$ cat config.mk
export PLATFORM = sky130hd
export DESIGN_NAME = smbt_target
export DESIGN_NICKNAME = d
export VERILOG_FILES = /design/src/rtl/smbt_pkg.sv /design/src/rtl/smbt_sync.sv /design/src/rtl/smbt_strap.sv /design/src/rtl/smbt_engine.sv /design/src/rtl/smbt_target.sv
export SDC_FILE = /design/constraint.sdc
export NUM_CORES = 1
export LEC_CHECK = 0
export ABC_AREA = 0
export BUFFER_PORTS_ARGS = -buffer_cell sky130_fd_sc_hd__buf_2
export CAP_MARGIN = 20
export CORE_ASPECT_RATIO = 1.5
export CORE_MARGIN = 4
export CORE_UTILIZATION = 45
export DETAILED_ROUTE_END_ITERATION = 10
export PLACE_DENSITY = 0.67
export SYNTH_ARGS = -nofsm -noshare
export SYNTH_HDL_FRONTEND = slang
export SYNTH_HIERARCHICAL = 1
export SYNTH_SLANG_ARGS = --single-unit
$ cat constraint.sdc
create_clock -name clk -period 4.19 [get_ports clk]
set_input_delay 0.2095 -clock clk [delete_from_list [all_inputs] [get_ports clk]]
set_output_delay 0.2095 -clock clk [all_outputs]
set_load 0.02 [all_outputs]
$ cat src/rtl/smbt_pkg.sv
package smbt_pkg;

  localparam int STRAP_W = 3;
  localparam int ADDR_W  = 7;

  localparam logic [ADDR_W-STRAP_W-1:0] ADDR_PREFIX = 4'b0100;
  localparam logic [ADDR_W-1:0]         ARA_ADDR    = 7'b0001100;

  typedef enum logic [2:0] {
    ST_IDLE,
    ST_ADDR,
    ST_ACK,
    ST_WR,
    ST_RD,
    ST_HACK
  } smbt_state_e;

  function automatic logic [ADDR_W-1:0] own_addr_f(input logic [STRAP_W-1:0] strap);
    return {ADDR_PREFIX, strap};
  endfunction

  function automatic logic [7:0] ara_payload_f(input logic [ADDR_W-1:0] addr);
    return {addr, 1'b0};
  endfunction

endpackage

$ cat src/rtl/smbt_sync.sv
module smbt_sync #(
  parameter int STAGES = 2
) (
  input  logic clk,
  input  logic rst_n,
  input  logic scl_in,
  input  logic sda_in,
  output logic scl_s,
  output logic sda_s,
  output logic scl_rise,
  output logic scl_fall,
  output logic start_det,
  output logic stop_det
);

  logic [STAGES-1:0] scl_q, sda_q;
  logic              scl_d, sda_d;

  always_ff @(posedge clk or negedge rst_n) begin
    if (!rst_n) begin
      scl_q <= '1;
      sda_q <= '1;
      scl_d <= 1'b1;
      sda_d <= 1'b1;
    end else begin
      scl_q <= {scl_q[STAGES-2:0], scl_in};
      sda_q <= {sda_q[STAGES-2:0], sda_in};
      scl_d <= scl_s;
      sda_d <= sda_s;
    end
  end

  assign scl_s     = scl_q[STAGES-1];
  assign sda_s     = sda_q[STAGES-1];
  assign scl_rise  = scl_s & ~scl_d;
  assign scl_fall  = ~scl_s & scl_d;
  assign start_det = scl_s & scl_d & sda_d & ~sda_s;
  assign stop_det  = scl_s & scl_d & ~sda_d & sda_s;

endmodule

$ cat src/rtl/smbt_strap.sv
module smbt_strap
  import smbt_pkg::*;
(
  input  logic               clk,
  input  logic               rst_n,
  input  logic [STRAP_W-1:0] strap_in,
  output logic [ADDR_W-1:0]  own_addr
);

  logic               sampled;
  logic [STRAP_W-1:0] strap_q;

  always_ff @(posedge clk or negedge rst_n) begin
    if (!rst_n) begin
      sampled <= 1'b0;
      strap_q <= '0;
    end else if (!sampled) begin
      sampled <= 1'b1;
      strap_q <= strap_in;
    end
  end

  assign own_addr = own_addr_f(strap_q);

  AST_STRAP_FROZEN: assert property (@(posedge clk) disable iff (!rst_n)
    sampled |=> $stable(strap_q));

endmodule

$ cat src/rtl/smbt_engine.sv
module smbt_engine
  import smbt_pkg::*;
#(
  parameter int PTR_W = 3
) (
  input  logic              clk,
  input  logic              rst_n,
  input  logic              scl_s,
  input  logic              sda_s,
  input  logic              scl_rise,
  input  logic              scl_fall,
  input  logic              start_det,
  input  logic              stop_det,
  input  logic [ADDR_W-1:0] own_addr,
  input  logic              alert_pend,
  input  logic [7:0]        reg_rdata,
  output logic              sda_pull,
  output logic [PTR_W-1:0]  reg_ptr,
  output logic [7:0]        reg_wdata,
  output logic              reg_we,
  output logic              ara_done
);

  localparam int          CNT_W    = $clog2(8);
  localparam logic [CNT_W-1:0] LAST_BIT = CNT_W'(7);

  smbt_state_e      state;
  logic [CNT_W-1:0] bit_cnt;
  logic [7:0]       shreg, txreg;
  logic             is_read, is_ara, ptr_phase, ack_drv;

  logic [7:0] rx_next, tx_load;
  logic       hit_own, hit_ara;

  assign rx_next = {shreg[6:0], sda_s};
  assign hit_own = (rx_next[7:1] == own_addr);
  assign hit_ara = (rx_next[7:1] == ARA_ADDR) && rx_next[0] && alert_pend;
  assign tx_load = is_ara ? ara_payload_f(own_addr) : reg_rdata;

  always_ff @(posedge clk or negedge rst_n) begin
    if (!rst_n) begin
      state     <= ST_IDLE;
      bit_cnt   <= '0;
      shreg     <= '0;
      txreg     <= '0;
      is_read   <= 1'b0;
      is_ara    <= 1'b0;
      ptr_phase <= 1'b0;
      ack_drv   <= 1'b0;
      sda_pull  <= 1'b0;
      reg_ptr   <= '0;
      reg_wdata <= '0;
      reg_we    <= 1'b0;
      ara_done  <= 1'b0;
    end else begin
      reg_we   <= 1'b0;
      ara_done <= 1'b0;
      if (start_det) begin
        state    <= ST_ADDR;
        bit_cnt  <= '0;
        ack_drv  <= 1'b0;
        sda_pull <= 1'b0;
      end else if (stop_det) begin
        state    <= ST_IDLE;
        sda_pull <= 1'b0;
      end else begin
        case (state)
          ST_ADDR: if (scl_rise) begin
            shreg   <= rx_next;
            bit_cnt <= bit_cnt + 1'b1;
            if (bit_cnt == LAST_BIT) begin
              if (hit_own || hit_ara) begin
                state     <= ST_ACK;
                ack_drv   <= 1'b0;
                is_read   <= rx_next[0];
                is_ara    <= hit_ara;
                ptr_phase <= 1'b1;
              end else begin
                state <= ST_IDLE;
              end
            end
          end
          ST_ACK: if (scl_fall) begin
            if (!ack_drv) begin
              sda_pull <= 1'b1;
              ack_drv  <= 1'b1;
            end else begin
              ack_drv <= 1'b0;
              bit_cnt <= '0;
              if (is_read) begin
                sda_pull <= ~tx_load[7];
                txreg    <= {tx_load[6:0], 1'b0};
                state    <= ST_RD;
              end else begin
                sda_pull <= 1'b0;
                state    <= ST_WR;
              end
            end
          end
          ST_WR: if (scl_rise) begin
            shreg   <= rx_next;
            bit_cnt <= bit_cnt + 1'b1;
            if (bit_cnt == LAST_BIT) begin
              state   <= ST_ACK;
              ack_drv <= 1'b0;
              if (ptr_phase) begin
                reg_ptr   <= rx_next[PTR_W-1:0];
                ptr_phase <= 1'b0;
              end else begin
                reg_we    <= 1'b1;
                reg_wdata <= rx_next;
              end
            end
          end
          ST_RD: begin
            if (scl_fall) begin
              sda_pull <= ~txreg[7];
              txreg    <= {txreg[6:0], 1'b0};
            end
            if (scl_rise) begin
              bit_cnt <= bit_cnt + 1'b1;
              if (bit_cnt == LAST_BIT) state <= ST_HACK;
            end
          end
          ST_HACK: begin
            if (scl_fall) begin
              if (ack_drv) begin
                ack_drv  <= 1'b0;
                bit_cnt  <= '0;
                sda_pull <= ~tx_load[7];
                txreg    <= {tx_load[6:0], 1'b0};
                state    <= ST_RD;
              end else begin
                sda_pull <= 1'b0;
              end
            end
            if (scl_rise) begin
              if (is_ara) ara_done <= 1'b1;
              if (sda_s) state   <= ST_IDLE;
              else       ack_drv <= 1'b1;
            end
          end
          default: ;
        endcase
      end
    end
  end

  AST_PULL_SCL_LOW: assert property (@(posedge clk) disable iff (!rst_n)
    ($rose(sda_pull) || $fell(sda_pull)) |-> (!scl_s || $past(start_det) || $past(stop_det)));

  AST_IDLE_RELEASED: assert property (@(posedge clk) disable iff (!rst_n)
    (state == ST_IDLE) |-> !sda_pull);

  AST_WE_SINGLE: assert property (@(posedge clk) disable iff (!rst_n)
    reg_we |=> !reg_we);

endmodule

$ cat src/rtl/smbt_target.sv
module smbt_target
  import smbt_pkg::*;
#(
  parameter int PTR_W       = 3,
  parameter int SYNC_STAGES = 2
) (
  input  logic               clk,
  input  logic               rst_n,
  input  logic [STRAP_W-1:0] strap_in,
  input  logic               scl_in,
  input  logic               sda_in,
  output logic               sda_pull,
  input  logic               alert_set,
  output logic               alert_n,
  output logic [PTR_W-1:0]   reg_ptr,
  output logic [7:0]         reg_wdata,
  output logic               reg_we,
  input  logic [7:0]         reg_rdata
);

  logic              scl_s, sda_s, scl_rise, scl_fall, start_det, stop_det;
  logic [ADDR_W-1:0] own_addr;
  logic              alert_pend, ara_done;

  smbt_sync #(.STAGES(SYNC_STAGES)) sync_i (
    .clk(clk), .rst_n(rst_n), .scl_in(scl_in), .sda_in(sda_in),
    .scl_s(scl_s), .sda_s(sda_s), .scl_rise(scl_rise), .scl_fall(scl_fall),
    .start_det(start_det), .stop_det(stop_det)
  );

  smbt_strap strap_i (
    .clk(clk), .rst_n(rst_n), .strap_in(strap_in), .own_addr(own_addr)
  );

  smbt_engine #(.PTR_W(PTR_W)) engine_i (
    .clk(clk), .rst_n(rst_n), .scl_s(scl_s), .sda_s(sda_s),
    .scl_rise(scl_rise), .scl_fall(scl_fall),
    .start_det(start_det), .stop_det(stop_det),
    .own_addr(own_addr), .alert_pend(alert_pend), .reg_rdata(reg_rdata),
    .sda_pull(sda_pull), .reg_ptr(reg_ptr), .reg_wdata(reg_wdata),
    .reg_we(reg_we), .ara_done(ara_done)
  );

  always_ff @(posedge clk or negedge rst_n) begin
    if (!rst_n)         alert_pend <= 1'b0;
    else if (alert_set) alert_pend <= 1'b1;
    else if (ara_done)  alert_pend <= 1'b0;
  end

  assign alert_n = ~alert_pend;

  AST_ALERT_RELEASE: assert property (@(posedge clk) disable iff (!rst_n)
    $rose(alert_n) |-> $past(ara_done));

endmodule

==> reports/results.tsv <==
stage	metric	value	unit
run_status	status	finished clean	
floorplan	Ports	30	
global_routing	vias in the first global route	1757	
timing	unrepaired setup endpoints after global routing	no	
layout	Fillers	527	
layout	# diodes	0	
logic_synthesis	area fraction in compound gates after synthesis	12.7	%
floorplan	chip height	102	um
global_routing	total gr overflow	0	
logic_synthesis	post-synthesis mux area share	18.8	%
layout	Layout area overhead	12.0	%
worst_setup_path	crit-path max FO	11	
place	PortBufs	29	
clocking	CTS Root Cell	clkbuf_8	
worst_setup_path	Crit Path Class	register to register	
power	Pint	767	uW
route	Wirelength per Cell	16.2	um
power	LEAKAGE	1.37	nW
timing	Final Cycle Share	66.9	%
worst_setup_path	Crit. End Element	register	
clocking	Setup Buffers After CTS	0	
logic_synthesis	Post-Synthesis Cells	228	
timing	relative slew slack	38.6	%
logic_synthesis	sequential fraction of the synthesis area	46.6	%
layout	share of cells above drive strength 1	34.1	%
logic_synthesis	largest cells by area after synthesis	dfrtp_1 (41%), mux2_4 (8.5%), mux2_2 (6.8%)	
clocking	clk_lat worst skew	0.31	ns
worst_setup_path	slowest stage cell, crit path	nor3_2	
worst_setup_path	crit start category	register	
worst_setup_path	Data required, critical path	4.38	ns
power	sw frac	26.8	%
worst_setup_path	worst path arrival time	2.99	ns
power	Sequential Power Share	53.8	%
layout	Reg area	1230	um^2
place	DPL Wire Length	3860	um
floorplan	# rows	34	
floorplan	Initial Utilization	46.1	%
power	Comb power frac	13.0	%
clocking	clock buffer count from CTS	5	
floorplan	Core Area	5740	um^2
clocking	CTS resizes	0	
place	routability cong.	0.910	
route	number of detailed-route iterations in the first pass	4	
logic_synthesis	EDFF count, synth	0	
worst_setup_path	largest stage delay on the critical path	0.69	ns
layout	multi-input logic area	1290	um^2
timing	setup TNS	0	ns
worst_setup_path	worst path cell trace	and4b_1, or2_4, nor3_2, nand3_4, nor2_8, mux2_4	
global_routing	Tot GR Track Use	15.3	%
floorplan	die area	7200	um^2
global_routing	first-pass GRT wire length	8790	um
clocking	maximum clock path buffer count	2	
timing	Tmin final	2.80	ns
timing	skew final	0.00931	ns
logic_synthesis	ys async rst share	100	%
logic_synthesis	area leader, netlist	dfrtp_1	
layout	fin nets	276	
clocking	CTS sink cnt	49	
floorplan	die width	70.6	um
power	Worst VDD drop	247	uV
route	# DRC	0	
timing	Hold Fails Final Rpt	0	
timing	achievable clock frequency	0.357	GHz
global_routing	initial antenna violation count	0	
timing	Final setup violation count	0	
timing	Least-Margin Pin Slew	0.916	ns
logic_synthesis	main combinational cell family by area after synthesis	multiplexers	
run	max cap viols	0	
power	Net Sw Power	281	uW
power	Clock Power Share	33.2	%
logic_synthesis	Synth Area in Simple Gates	12.9	%
clocking	hold buffers post-CTS	2	
hold_path	Hold WC Path Type	input pin to register	
power	Power Dens Cells	354	nW/um^2
clocking	clk slew on worst S/H paths	0.10	ns
clocking	deepest level of the CTS H-tree	2	
logic_synthesis	syn_area_per_cell	11.6	um^2
route	Iter 0 DRT Violations	122	
route	ANT nets after route	0	
global_routing	largest net degree at the start of global routing	50	
route	vias	1827	
logic_synthesis	Post-Synth XOR/XNOR Area	2.32	%
logic_synthesis	post-synthesis adder-cell area fraction	1.42	%
logic_synthesis	post-synth top area share	40.7	%
timing	Slew Limit Fails	0	
logic_synthesis	Netlist cell types	60	
logic_synthesis	ys flop type	dfrtp_1	
logic_synthesis	yosys synthesis warning count	6	
route	WL final	5350	um
route	Via density	5.54	
clocking	CTS tree	built	
logic_synthesis	Post-Syn Area	2650	um^2
timing	WHS	0.0862	ns
logic_synthesis	#FFs+latches synth	49	
## power by group through the flow
| stage | Clock (mW) | Sequential [mW] | Combinational [mW] |
|---|---|---|---|
| 3_5_place_dp | 0 | 0.573 | 0.131 |
| 2_1_floorplan | 0 | 0.544 | 0.118 |
| 5_1_grt | 0.378 | 0.571 | 0.152 |
| 3_3_place_gp | 0 | 0.572 | 0.129 |
| 4_1_cts | 0.362 | 0.564 | 0.133 |
| 6_report | 0.348 | 0.564 | 0.136 |
## layer usage
metal	global-route usage, %	vias up	wire length (um)
met3	2.36	7	140
met1	19.2	913	2240
met5	0	-	0
met4	5.79	0	105
li1	-	870	-
met2	26.8	37	2870
## final timing paths
kind / from / to / slack (ns) / cells past startpoint
min in group asynchronous: rst_n / engine_i/txreg[1]$_DFFE_PN0P_ / 0.27 / 2
worst max-delay path: sync_i/sda_q[1]$_DFF_PN1_ / engine_i/reg_wdata[6]$_DFFE_PN0P_ / 1.39 / 6
worst max register to register: sync_i/sda_q[1]$_DFF_PN1_ / engine_i/reg_wdata[6]$_DFFE_PN0P_ / 1.39 / 6
max in group asynchronous: rst_n / sync_i/scl_q[1]$_DFF_PN1_ / 3.38 / 3
worst min-delay path: alert_set / alert_pend$_DFFE_PN0P_ / 0.09 / 2
worst min register to register: sync_i/sda_q[0]$_DFF_PN1_ / sync_i/sda_q[1]$_DFF_PN1_ / 0.36 / 0
## through the flow
stage / total power, mW / worst slack [ns] / instances / utilization [%] / area, um^2
global route: 1.10 / 1.20 / 330 / 51.6 / 2960
finish: 1.05 / 1.39 / 330 / 51.6 / 2960
CTS: 1.06 / 1.38 / 328 / 51.1 / 2930
global placement: 0.701 / 1.49 / 318 / 48.7 / 2800
detailed placement: 0.704 / 1.41 / 318 / 48.7 / 2800
floorplan: 0.662 / 1.96 / 231 / - / 2660
## cell type report
type                       count  area share, %
tap                           72           3.04
timing repair buffer          34           6.84
clock inverter                 3           1.60
clock buffer                   5           2.32
inverter                       8           1.01
sequential                    49           41.6
multi-input combinational    159           43.6
## synth_stat cells (3+ instances only)
cell      count
clkbuf_1      4
nor2b_1       3
dfstp_2       6
dfrtp_1      43
buf_4         8
o21ai_0      13
mux2i_1       8
mux2_4       15
xnor2_1       4
nor2_1        4
ha_1          3
nand2_1      15
a21oi_1      13
nand3_1       3
o22ai_1       4
nand4_1       3
inv_1         8
xor2_1        3
nand2b_1      4
mux2_2       16
## cell families after synthesis
group / Yosys count
xor gates and xnor gates: 7
AOI/OAI and AO/OA: 51
buffers and inverters: 23
adders and majority gates: 3
muxes: 40
other: 2
and+or+nand+nor: 53
DFF: 49
## sequential cells by signal, indices dropped and copies added, names as in the netlist, 3 cells and up
name / flops
engine_i/shreg: 7
engine_i/bit_cnt: 3
strap_i/strap_q: 3
engine_i/txreg: 7
engine_i/reg_ptr: 3
engine_i/reg_wdata: 8
engine_i/state: 3
## critical path, delay by kind of cell, from the launching register on
kind | cells | cell delay (ns)
muxes | 1 | 0.32
DFF | 1 | 0.64
and+or+nand+nor | 5 | 1.71
## placed cells by master (no fill, tap or decap), types with 2 or more instances in the layout
cell type / instances
inv_1: 8
nor3b_1: 2
o221ai_1: 2
nor2_1: 4
mux2_2: 16
a31oi_1: 2
a21oi_1: 13
dlygate4sd3_1: 3
nor2b_1: 3
inv_6: 2
nand2_1: 15
xor2_1: 3
nand4_1: 3
dfrtp_1: 43
xnor2_1: 4
nand2b_1: 4
nor3_1: 2
buf_2: 29
o21ai_0: 13
conb_1: 5
nand3_1: 3
mux2i_1: 8
ha_1: 3
o211a_1: 2
o22ai_1: 4
dfstp_2: 6
clkbuf_8: 5
mux2_4: 15
and4b_1: 2
Power figures use the tool's default switching activity.
